### src/rtl/relcam_pkg.sv
package relcam_pkg;

    typedef enum logic [1:0] {
        ST_IDLE   = 2'd0,
        ST_SCAN   = 2'd1,
        ST_RESULT = 2'd2
    } scan_state_e;

    typedef enum logic [1:0] {
        WO_UNDECIDED = 2'd0,
        WO_LESS      = 2'd1,
        WO_GREATER   = 2'd2
    } word_order_e;

    typedef struct packed {
        logic pos;
        logic neg;
    } flag_pair_t;

    typedef struct packed {
        logic eq;
        logic lt;
        logic gt;
    } bit_verdict_t;

endpackage

### src/rtl/relcam_store.sv
module relcam_store #(
    parameter int NUM_WORDS = 4,
    parameter int WORD_BITS = 3,
    parameter int IDX_W     = 2,
    parameter int BIT_W     = 2
) (
    input  logic                 clk,
    input  logic                 rst_n,
    input  logic                 wr_en,
    input  logic                 lock,
    input  logic [IDX_W-1:0]     wr_idx,
    input  logic [WORD_BITS-1:0] wr_data,
    input  logic [BIT_W-1:0]     bit_sel,
    output logic [NUM_WORDS-1:0] col_bits,
    output logic [NUM_WORDS-1:0] valid
);

    logic [NUM_WORDS-1:0][WORD_BITS-1:0] words_q;
    logic [NUM_WORDS-1:0]                valid_q;

    always_ff @(posedge clk) begin
        if (!rst_n) begin
            words_q <= '0;
            valid_q <= '0;
        end else if (wr_en && !lock) begin
            for (int w = 0; w < NUM_WORDS; w++) begin
                if (wr_idx == IDX_W'(w)) begin
                    words_q[w] <= wr_data;
                    valid_q[w] <= 1'b1;
                end
            end
        end
    end

    // one column slice of the array, the bit under test for every word
    for (genvar g = 0; g < NUM_WORDS; g++) begin : g_col
        assign col_bits[g] = words_q[g][bit_sel];
    end

    assign valid = valid_q;

    AST_LOCKED_WRITE: assert property (@(posedge clk) disable iff (!rst_n)
        (wr_en && lock) |=> ($stable(words_q) && $stable(valid_q)));

endmodule

### src/rtl/relcam_bitcmp.sv
module relcam_bitcmp
    import relcam_pkg::*;
(
    input  logic         ref_bit,
    input  logic         stored_bit,
    output bit_verdict_t verdict
);

    flag_pair_t pair;

    always_comb begin
        // two-flag code: match (0,1), ref<stored (1,1), ref>stored (0,0)
        pair.pos   = ~ref_bit & stored_bit;
        pair.neg   = ~ref_bit | stored_bit;
        verdict.eq = pair.pos ^ pair.neg;
        verdict.lt = pair.pos & pair.neg;
        verdict.gt = ~(pair.pos | pair.neg);
    end

endmodule

### src/rtl/relcam_word_res.sv
module relcam_word_res
    import relcam_pkg::*;
(
    input  logic         clk,
    input  logic         rst_n,
    input  logic         clear,
    input  logic         step,
    input  bit_verdict_t verdict,
    output word_order_e  order
);

    word_order_e order_q;
    word_order_e order_d;

    always_comb begin
        order_d = order_q;
        if (clear) begin
            order_d = WO_UNDECIDED;
        end else if (step && (order_q == WO_UNDECIDED)) begin
            case ({verdict.eq, verdict.lt, verdict.gt})
                3'b100:  order_d = WO_UNDECIDED;
                3'b010:  order_d = WO_LESS;
                3'b001:  order_d = WO_GREATER;
                default: order_d = order_q;
            endcase
        end
    end

    always_ff @(posedge clk) begin
        if (!rst_n) order_q <= WO_UNDECIDED;
        else        order_q <= order_d;
    end

    assign order = order_q;

    AST_DECISION_STICKS: assert property (@(posedge clk) disable iff (!rst_n)
        ((order_q != WO_UNDECIDED) && !clear) |=> $stable(order_q));

endmodule

### src/rtl/relcam_bitserial.sv
module relcam_bitserial
    import relcam_pkg::*;
#(
    parameter int  NUM_WORDS = 4,
    parameter int  WORD_BITS = 3,
    localparam int IDX_W     = (NUM_WORDS < 2) ? 1 : $clog2(NUM_WORDS),
    localparam int BIT_W     = (WORD_BITS < 2) ? 1 : $clog2(WORD_BITS)
) (
    input  logic                 clk,
    input  logic                 rst_n,
    input  logic                 wr_en,
    input  logic [IDX_W-1:0]     wr_idx,
    input  logic [WORD_BITS-1:0] wr_data,
    input  logic                 srch_start,
    input  logic [WORD_BITS-1:0] srch_ref,
    output logic [NUM_WORDS-1:0] match_eq,
    output logic [NUM_WORDS-1:0] match_lt,
    output logic [NUM_WORDS-1:0] match_gt,
    output logic                 srch_done
);

    localparam logic [BIT_W-1:0] LAST_BIT = BIT_W'(WORD_BITS - 1);

    scan_state_e            state_q;
    scan_state_e            state_d;
    logic [BIT_W-1:0]       bit_idx_q;
    logic [WORD_BITS-1:0]   ref_q;
    logic                   busy;
    logic                   start_go;
    logic                   ref_bit;
    logic [NUM_WORDS-1:0]   col_bits;
    logic [NUM_WORDS-1:0]   valid;
    bit_verdict_t           verdict [NUM_WORDS];
    word_order_e            order   [NUM_WORDS];

    assign busy     = (state_q != ST_IDLE);
    assign start_go = (state_q == ST_IDLE) && srch_start;
    assign ref_bit  = ref_q[bit_idx_q];

    // state register
    always_ff @(posedge clk) begin
        if (!rst_n) state_q <= ST_IDLE;
        else        state_q <= state_d;
    end

    // transitions
    always_comb begin
        state_d = state_q;
        unique case (state_q)
            ST_IDLE:   if (srch_start) state_d = ST_SCAN;
            ST_SCAN:   if (bit_idx_q == '0) state_d = ST_RESULT;
            ST_RESULT: state_d = ST_IDLE;
            default:   state_d = ST_IDLE;
        endcase
    end

    // reference capture and bit walk, most significant bit first
    always_ff @(posedge clk) begin
        if (!rst_n) begin
            ref_q     <= '0;
            bit_idx_q <= '0;
        end else if (start_go) begin
            ref_q     <= srch_ref;
            bit_idx_q <= LAST_BIT;
        end else if ((state_q == ST_SCAN) && (bit_idx_q != '0)) begin
            bit_idx_q <= bit_idx_q - 1'b1;
        end
    end

    relcam_store #(
        .NUM_WORDS (NUM_WORDS),
        .WORD_BITS (WORD_BITS),
        .IDX_W     (IDX_W),
        .BIT_W     (BIT_W)
    ) store_i (
        .clk      (clk),
        .rst_n    (rst_n),
        .wr_en    (wr_en),
        .lock     (busy),
        .wr_idx   (wr_idx),
        .wr_data  (wr_data),
        .bit_sel  (bit_idx_q),
        .col_bits (col_bits),
        .valid    (valid)
    );

    for (genvar g = 0; g < NUM_WORDS; g++) begin : g_word
        relcam_bitcmp cmp_i (
            .ref_bit    (ref_bit),
            .stored_bit (col_bits[g]),
            .verdict    (verdict[g])
        );

        relcam_word_res res_i (
            .clk     (clk),
            .rst_n   (rst_n),
            .clear   (start_go),
            .step    (state_q == ST_SCAN),
            .verdict (verdict[g]),
            .order   (order[g])
        );
    end

    // outputs
    always_ff @(posedge clk) begin
        if (!rst_n) begin
            match_eq  <= '0;
            match_lt  <= '0;
            match_gt  <= '0;
            srch_done <= 1'b0;
        end else begin
            srch_done <= (state_q == ST_RESULT);
            if (state_q == ST_RESULT) begin
                for (int w = 0; w < NUM_WORDS; w++) begin
                    match_eq[w] <= valid[w] && (order[w] == WO_UNDECIDED);
                    match_lt[w] <= valid[w] && (order[w] == WO_LESS);
                    match_gt[w] <= valid[w] && (order[w] == WO_GREATER);
                end
            end
        end
    end

    AST_DONE_SINGLE: assert property (@(posedge clk) disable iff (!rst_n)
        srch_done |=> !srch_done);

    AST_RESULT_EXCL: assert property (@(posedge clk) disable iff (!rst_n)
        srch_done |-> (((match_eq & match_lt) | (match_eq & match_gt) | (match_lt & match_gt)) == '0));

    AST_UNWRITTEN_QUIET: assert property (@(posedge clk) disable iff (!rst_n)
        srch_done |-> (((match_eq | match_lt | match_gt) & ~valid) == '0));

    AST_BUSY_REF_HELD: assert property (@(posedge clk) disable iff (!rst_n)
        (busy && srch_start) |=> $stable(ref_q));

    AST_SCAN_IDX_RANGE: assert property (@(posedge clk) disable iff (!rst_n)
        (state_q == ST_SCAN) |-> (bit_idx_q <= LAST_BIT));

endmodule

### config.mk
export PLATFORM = sky130hd
export DESIGN_NAME = relcam_bitserial
export DESIGN_NICKNAME = d
export VERILOG_FILES = /design/src/rtl/relcam_pkg.sv /design/src/rtl/relcam_store.sv /design/src/rtl/relcam_bitcmp.sv /design/src/rtl/relcam_word_res.sv /design/src/rtl/relcam_bitserial.sv
export SDC_FILE = /design/constraint.sdc
export NUM_CORES = 1
export LEC_CHECK = 0
export BUFFER_PORTS_ARGS = -buffer_cell sky130_fd_sc_hd__buf_2
export CAP_MARGIN = 15
export CORE_MARGIN = 3
export CORE_UTILIZATION = 50
export CTS_BUF_LIST = sky130_fd_sc_hd__clkbuf_4 sky130_fd_sc_hd__clkbuf_8 sky130_fd_sc_hd__clkbuf_16
export CTS_CLUSTER_DIAMETER = 80
export DETAILED_ROUTE_END_ITERATION = 10
export GPL_ROUTABILITY_DRIVEN = 0
export PLACE_DENSITY = 0.76
export SLEW_MARGIN = 0
export SYNTH_ARGS = -nofsm -noshare
export SYNTH_HDL_FRONTEND = slang
export SYNTH_HIERARCHICAL = 1
export SYNTH_SLANG_ARGS = --single-unit
### constraint.sdc
create_clock -name clk -period 1.88 [get_ports clk]
set_input_delay 0.282 -clock clk [delete_from_list [all_inputs] [get_ports clk]]
set_output_delay 0.282 -clock clk [all_outputs]
set_load 0.02 [all_outputs]
# Word level (Yosys, flattened, before mapping)
# Cells that the tools add are included.
# Widths: inputs -> output; s select.
# word_totals
in_bits	12
ramBits	0
out_inout_bits	13
n_memories	0
latch_bits	0
ff_bits	44
rom_bits	0
wordCells	138
# classes
div_mod_pow	0
order_cmp	1
multipliers	0
n_eq_ne	27
bitwise_logic	26
n_mux	19
n_addsub	1
shifts	0
n_reduce_logical	44
# ops
operator	n
$pmux 2 s3	4
$logic_and 1x1->1	19
$reduce_and 2->1	9
$eq 2x2->1 const B	7
$logic_not 2->1	7
$eq 2x1->1 const B	6
$eq 3x1->1 const B	4
$eq 3x2->1 const B	4
$eq 3x3->1 const B	4
$reduce_bool 3->1	4
$bmux 1 s2	5
$and 1x1->1	8
$mux 2	4
$or 1x1->1	8
$not 1->1	6
$reduce_bool 2->1	3
$mux 1	5
$ne 2x2->1 const B	2
$pmux 2 s2	1
$xor 1x1->1	4
$lt 2x3->1 const B	1
$reduce_or 2->1	1
$sub 2x1->2 const B	1
$logic_not 1->1	1

# Depth between registers and ports, before layout
# logic_depth
word_depth	9
ltp_mapped	7
depth_no_buf	7

# Cells and area by module
# Netlist, hierarchy kept.
# by_module_without_submodules
mod	cells_each	seq_area_each_um2	area_each_um2	n_inst
relcam_bitserial	91	400.4	883.3	1
relcam_store	64	320.3	691.9	1
relcam_word_res	8	40.0	88.8	4
relcam_bitcmp	4	0.0	32.5	4

# Least setup slack after synthesis
# Ideal clock, no wire load.
# synth_timing
path_kind	reg-to-reg
start	register bit_idx_q[0]
end	register g_word[0].res_i.order_q[0]
slack_ns	0.042
t_arrival_ns	1.720
stages_incl_launch_ff	7
n_path_buf	0
required_ns	1.763
cell_sequence	dfxtp_1 > mux2i_1 > a21oi_1 > inv_1 > ha_1 > and4bb_1 > a32o_1
# synth_rtl
element	line_no	rtl
start: declaration	relcam_bitserial.sv:26	logic [BIT_W-1:0] bit_idx_q;
start signal: assignment	relcam_bitserial.sv:66	bit_idx_q <= bit_idx_q - 1'b1;
end signal: assignment	relcam_word_res.sv:31	else order_q <= order_d;
end: declaration	relcam_word_res.sv:12	word_order_e order_q;

==> results.txt <==
Together, buffers and inverters on the worst path number 3. The total routed wirelength is 3.86 mm. The slowest stage cell on the critical path is sky130_fd_sc_hd__dfxtp_2. The cell family contributing the most delay on the critical path is flip-flops. The area of the core region came out at 3830 um^2. Setup repair after global routing left no endpoint under its margin. The wire length per cell is 13.7 um. The number of antenna violations at the first check in global routing is 0. The number of standard-cell rows in the floorplan came out at 22. Walking the worst path, the cells encountered are inv_1 > a21oi_1 > buf_4 > inv_1 > ha_1 > and4bb_1 > a32o_1. The count of synthesis-stage warnings from yosys is 6. After synthesis, flip-flops and latches occupy 42.7% of the total area. The net count of the finished layout is 255. The aggregate global routing overflow is 0.

sky130_fd_sc_hd__dfxtp_1 takes more of the synthesized area than any other cell. Measured along the x axis, the die boundary spans 70.2 um. The worst-case clock skew is 0.00608 ns.

The final setup slack of the worst path is 0.184 ns. The hold-fix buffer count after cts is 0. The number of enable flip-flop cells after synthesis is 0. The I/O pin count came out at 25. The portion of the clock cycle consumed by the worst path in the final layout is 90.2%. The worst setup path is captured at a flop. The via count of the first global-routing pass is 1,453.

The first global-routing pass estimated 6.63 mm of wire. The number of max-capacitance violations reported is 0. The clock network latency to the later pin of the worst-skew pair came out at 0.30 ns. The synthesized netlist cell count is 203. OpenSTA, run right after detailed placement, puts the worst setup slack at 0.0742 ns. The mean instance size in the synthesized netlist came out at 10.2 um^2. The clock net in this run drives a total of 44 sinks. The measured slew at the worst slew-check pin is 0.402 ns. The minimum period implied by the final worst setup slack came out at 1.70 ns.

In this run the number of H-tree levels came out at 2. The worst setup path is of the reg2reg kind. Once detail routing completed, the nets flagged for antenna violations numbered 0. The layout cell share with drive strength beyond 1 is 22.6%.

Across all hold checks on the routed design, the worst slack comes to 0.236 ns. On the worst path, the slowest cell contributes a delay of 0.43 ns. The largest net degree at the start of global routing came out at 22. Counting stages on the worst path, the most repeated cell is sky130_fd_sc_hd__inv_1. From synthesis to final layout, the design area changed by 15.2%.

The required time of the worst setup path came out at 2.08 ns. TritonCTS built the clock tree. The run finished with clean final reports.

The die covers 4930 um^2. For this design the ratio of total power to cell area is 839 nW/um^2. Once detailed placement completed, the half-perimeter wirelength came to 2.78 mm.

The post-synthesis cell type count is 34. The synthesized design contains 44 register bits. The area fraction of the dominant cell type after synthesis came out at 42.7%. The clock root buffer master is sky130_fd_sc_hd__clkbuf_8.

The first detailed-routing pass ran for 4 iterations. The detail-routed via count per cell came out at 5.39. The worst endpoint data arrival time is 1.90 ns. The number of port buffers came out at 24. The violation count after the first detailed-routing iteration is 90. The final hold violation count is 0. The number of vias in the routed layout is 1,524. The number of max-slew violations in the final report came out at 0. The worst vdd rail ir drop came out at 576 uV.

The repair_antennas step left the layout with diodes totalling 0. Setup violations remaining at the end of the flow were counted as 0. After clock tree synthesis, the clock-pin slew on the worst setup and hold paths is 0.08 ns. The worst slew margin relative to its limit came out at 73.1%. The initial standard-cell utilization of the core is 53.9%. In this run the static leakage power is 0.968 nW.

The residual DRC count came out at 0. The launching element type of the critical path is a flop. Measured along the y axis, the die boundary spans 70.2 um. Ranked by total cell area, the synthesized netlist is headed by sky130_fd_sc_hd__dfxtp_1, sky130_fd_sc_hd__mux2i_1, sky130_fd_sc_hd__ha_1.

The cell with the most instances after synthesis is sky130_fd_sc_hd__dfxtp_1. In the final timing run, aggregate negative setup slack is 0 ns. The combined global-route utilization of all metal layers came out at 17.0%. The maximum buffer depth of the clock tree is 2.

For this run, the leading register cell type out of synthesis is sky130_fd_sc_hd__dfxtp_1. The upper clock frequency limit is 590 MHz. The highest fanout seen on the critical path came out at 8.

The post-synth net total came out at 224. The TritonCTS buffer count came out at 5. Of all flip-flops after synthesis, the portion carrying an async set or reset was 0%. The cell area after synthesis is 2060 um^2. The worst hold path belongs to the class in2reg. Counting instances in the post-synthesis netlist gives the leading cell types as sky130_fd_sc_hd__dfxtp_1, sky130_fd_sc_hd__nand2_1, sky130_fd_sc_hd__mux2i_1, sky130_fd_sc_hd__inv_1, sky130_fd_sc_hd__nor2_1.
==> registers in the layout, summed over array words and instances (netlist names) <==
signal,count
store_i/words_q,12
srch_done,1
state_q,2
bit_idx_q,2
g_word.res_i/order,8
ref_q,3
match_lt,4
store_i/valid,4
match_eq,4
match_gt,4
==> path summary, 6_finish.rpt <==
check                                          startpoint                               endpoint  slack [ns]  cells past startpoint
worst min-delay path                          srch_ref[1]                  ref_q[1]$_SDFFE_PN0P_        0.24                      3
worst max-delay path            bit_idx_q[1]$_SDFFE_PN0P_  g_word[0].res_i/order[1]$_SDFFE_PP0P_        0.18                      7
worst max register to register  bit_idx_q[1]$_SDFFE_PN0P_  g_word[0].res_i/order[1]$_SDFFE_PP0P_        0.18                      7
worst min register to register   match_eq[3]$_SDFFE_PN0P_               match_eq[3]$_SDFFE_PN0P_        0.45                      2
==> placed cells by master (no fill, tap or decap) <==
cell type	instances
sky130_fd_sc_hd__a211oi_1	1
sky130_fd_sc_hd__a21boi_0	9
sky130_fd_sc_hd__a21boi_1	4
sky130_fd_sc_hd__a21oi_1	2
sky130_fd_sc_hd__a31oi_1	1
sky130_fd_sc_hd__a32o_1	8
sky130_fd_sc_hd__and2_1	2
sky130_fd_sc_hd__and2b_1	1
sky130_fd_sc_hd__and2b_2	4
sky130_fd_sc_hd__and3_1	1
sky130_fd_sc_hd__and4bb_1	4
sky130_fd_sc_hd__and4bb_4	2
sky130_fd_sc_hd__buf_2	24
sky130_fd_sc_hd__buf_4	8
sky130_fd_sc_hd__bufinv_16	1
sky130_fd_sc_hd__clkbuf_4	1
sky130_fd_sc_hd__clkbuf_8	5
sky130_fd_sc_hd__clkinv_2	1
sky130_fd_sc_hd__dfxtp_1	42
sky130_fd_sc_hd__dfxtp_2	2
sky130_fd_sc_hd__ha_1	9
sky130_fd_sc_hd__inv_1	12
sky130_fd_sc_hd__mux2i_1	20
sky130_fd_sc_hd__nand2_1	28
sky130_fd_sc_hd__nand2b_4	1
sky130_fd_sc_hd__nand3_1	1
sky130_fd_sc_hd__nand3b_1	1
sky130_fd_sc_hd__nand4b_1	9
sky130_fd_sc_hd__nor2_1	10
sky130_fd_sc_hd__nor2b_1	4
sky130_fd_sc_hd__nor2b_2	1
sky130_fd_sc_hd__nor3b_2	1
sky130_fd_sc_hd__nor4b_4	1
sky130_fd_sc_hd__o211a_1	1
sky130_fd_sc_hd__o21a_1	3
sky130_fd_sc_hd__o21ai_0	1
sky130_fd_sc_hd__o2bb2ai_1	4
sky130_fd_sc_hd__or2_2	1
sky130_fd_sc_hd__or4b_1	4
==> timing repair <==
action | CTS | global route
setup buffers | 0 | 0
setup endpoints to repair | 0 | 8
gates resized for setup | 0 | 3
==> power breakdown <==
group          switching [mW]  internal (mW)
Combinational           0.138          0.132
Clock                   0.315          0.409
Sequential             0.0350          0.963
Total                   0.488           1.50
==> cells by family (layout without fill, tap and decap cells) <==
logic type / Yosys count / after routing / synth area share, %
AND/OR/NAND/NOR: 76 / 76 / 24.5
flip-flops: 44 / 44 / 42.7
buffers and inverters: 20 / 52 / 4.25
multiplexers: 20 / 20 / 9.71
adder cells (fa/ha/maj): 9 / 9 / 5.46
AO/OA/AOI/OAI: 34 / 34 / 13.3
==> tightest hold or removal path, delay by kind of cell <==
family	cells	cell delay [ns]
mux	1	0.06
buf+inv	1	0.07
simple gates	1	0.09
==> stage by stage <==
stage | total power, mW | area, um^2 | util [%] | cells
floorplan | 1.21 | 2060 | - | 203
global placement | 1.28 | 2260 | 59.0 | 275
detailed placement | 1.29 | 2260 | 59.0 | 275
CTS | 2.00 | 2370 | 61.9 | 283
global route | 2.08 | 2370 | 62.1 | 283
finish | 1.99 | 2370 | 62.1 | 283
==> metal layers <==
| layer | GRT usage, % | wire length (um) | vias up |
|---|---|---|---|
| met5 | 0 | 0 | - |
| met1 | 21.7 | 1970 | 705 |
| met4 | 7.02 | 68 | 0 |
| met2 | 26.2 | 1670 | 27 |
| met3 | 5.61 | 157 | 6 |
| li1 | - | - | 786 |
==> area by class of cell <==
type,instances,area (um^2)
flip-flops and latches,44,883
clock buffers,6,76.3
inverters,12,45.0
repair buffers,32,180
well taps,48,60.1
clock inverters,2,35.0
fillers,340,1450
multi-input cells,139,1090
(Power assumes the default switching activity.)
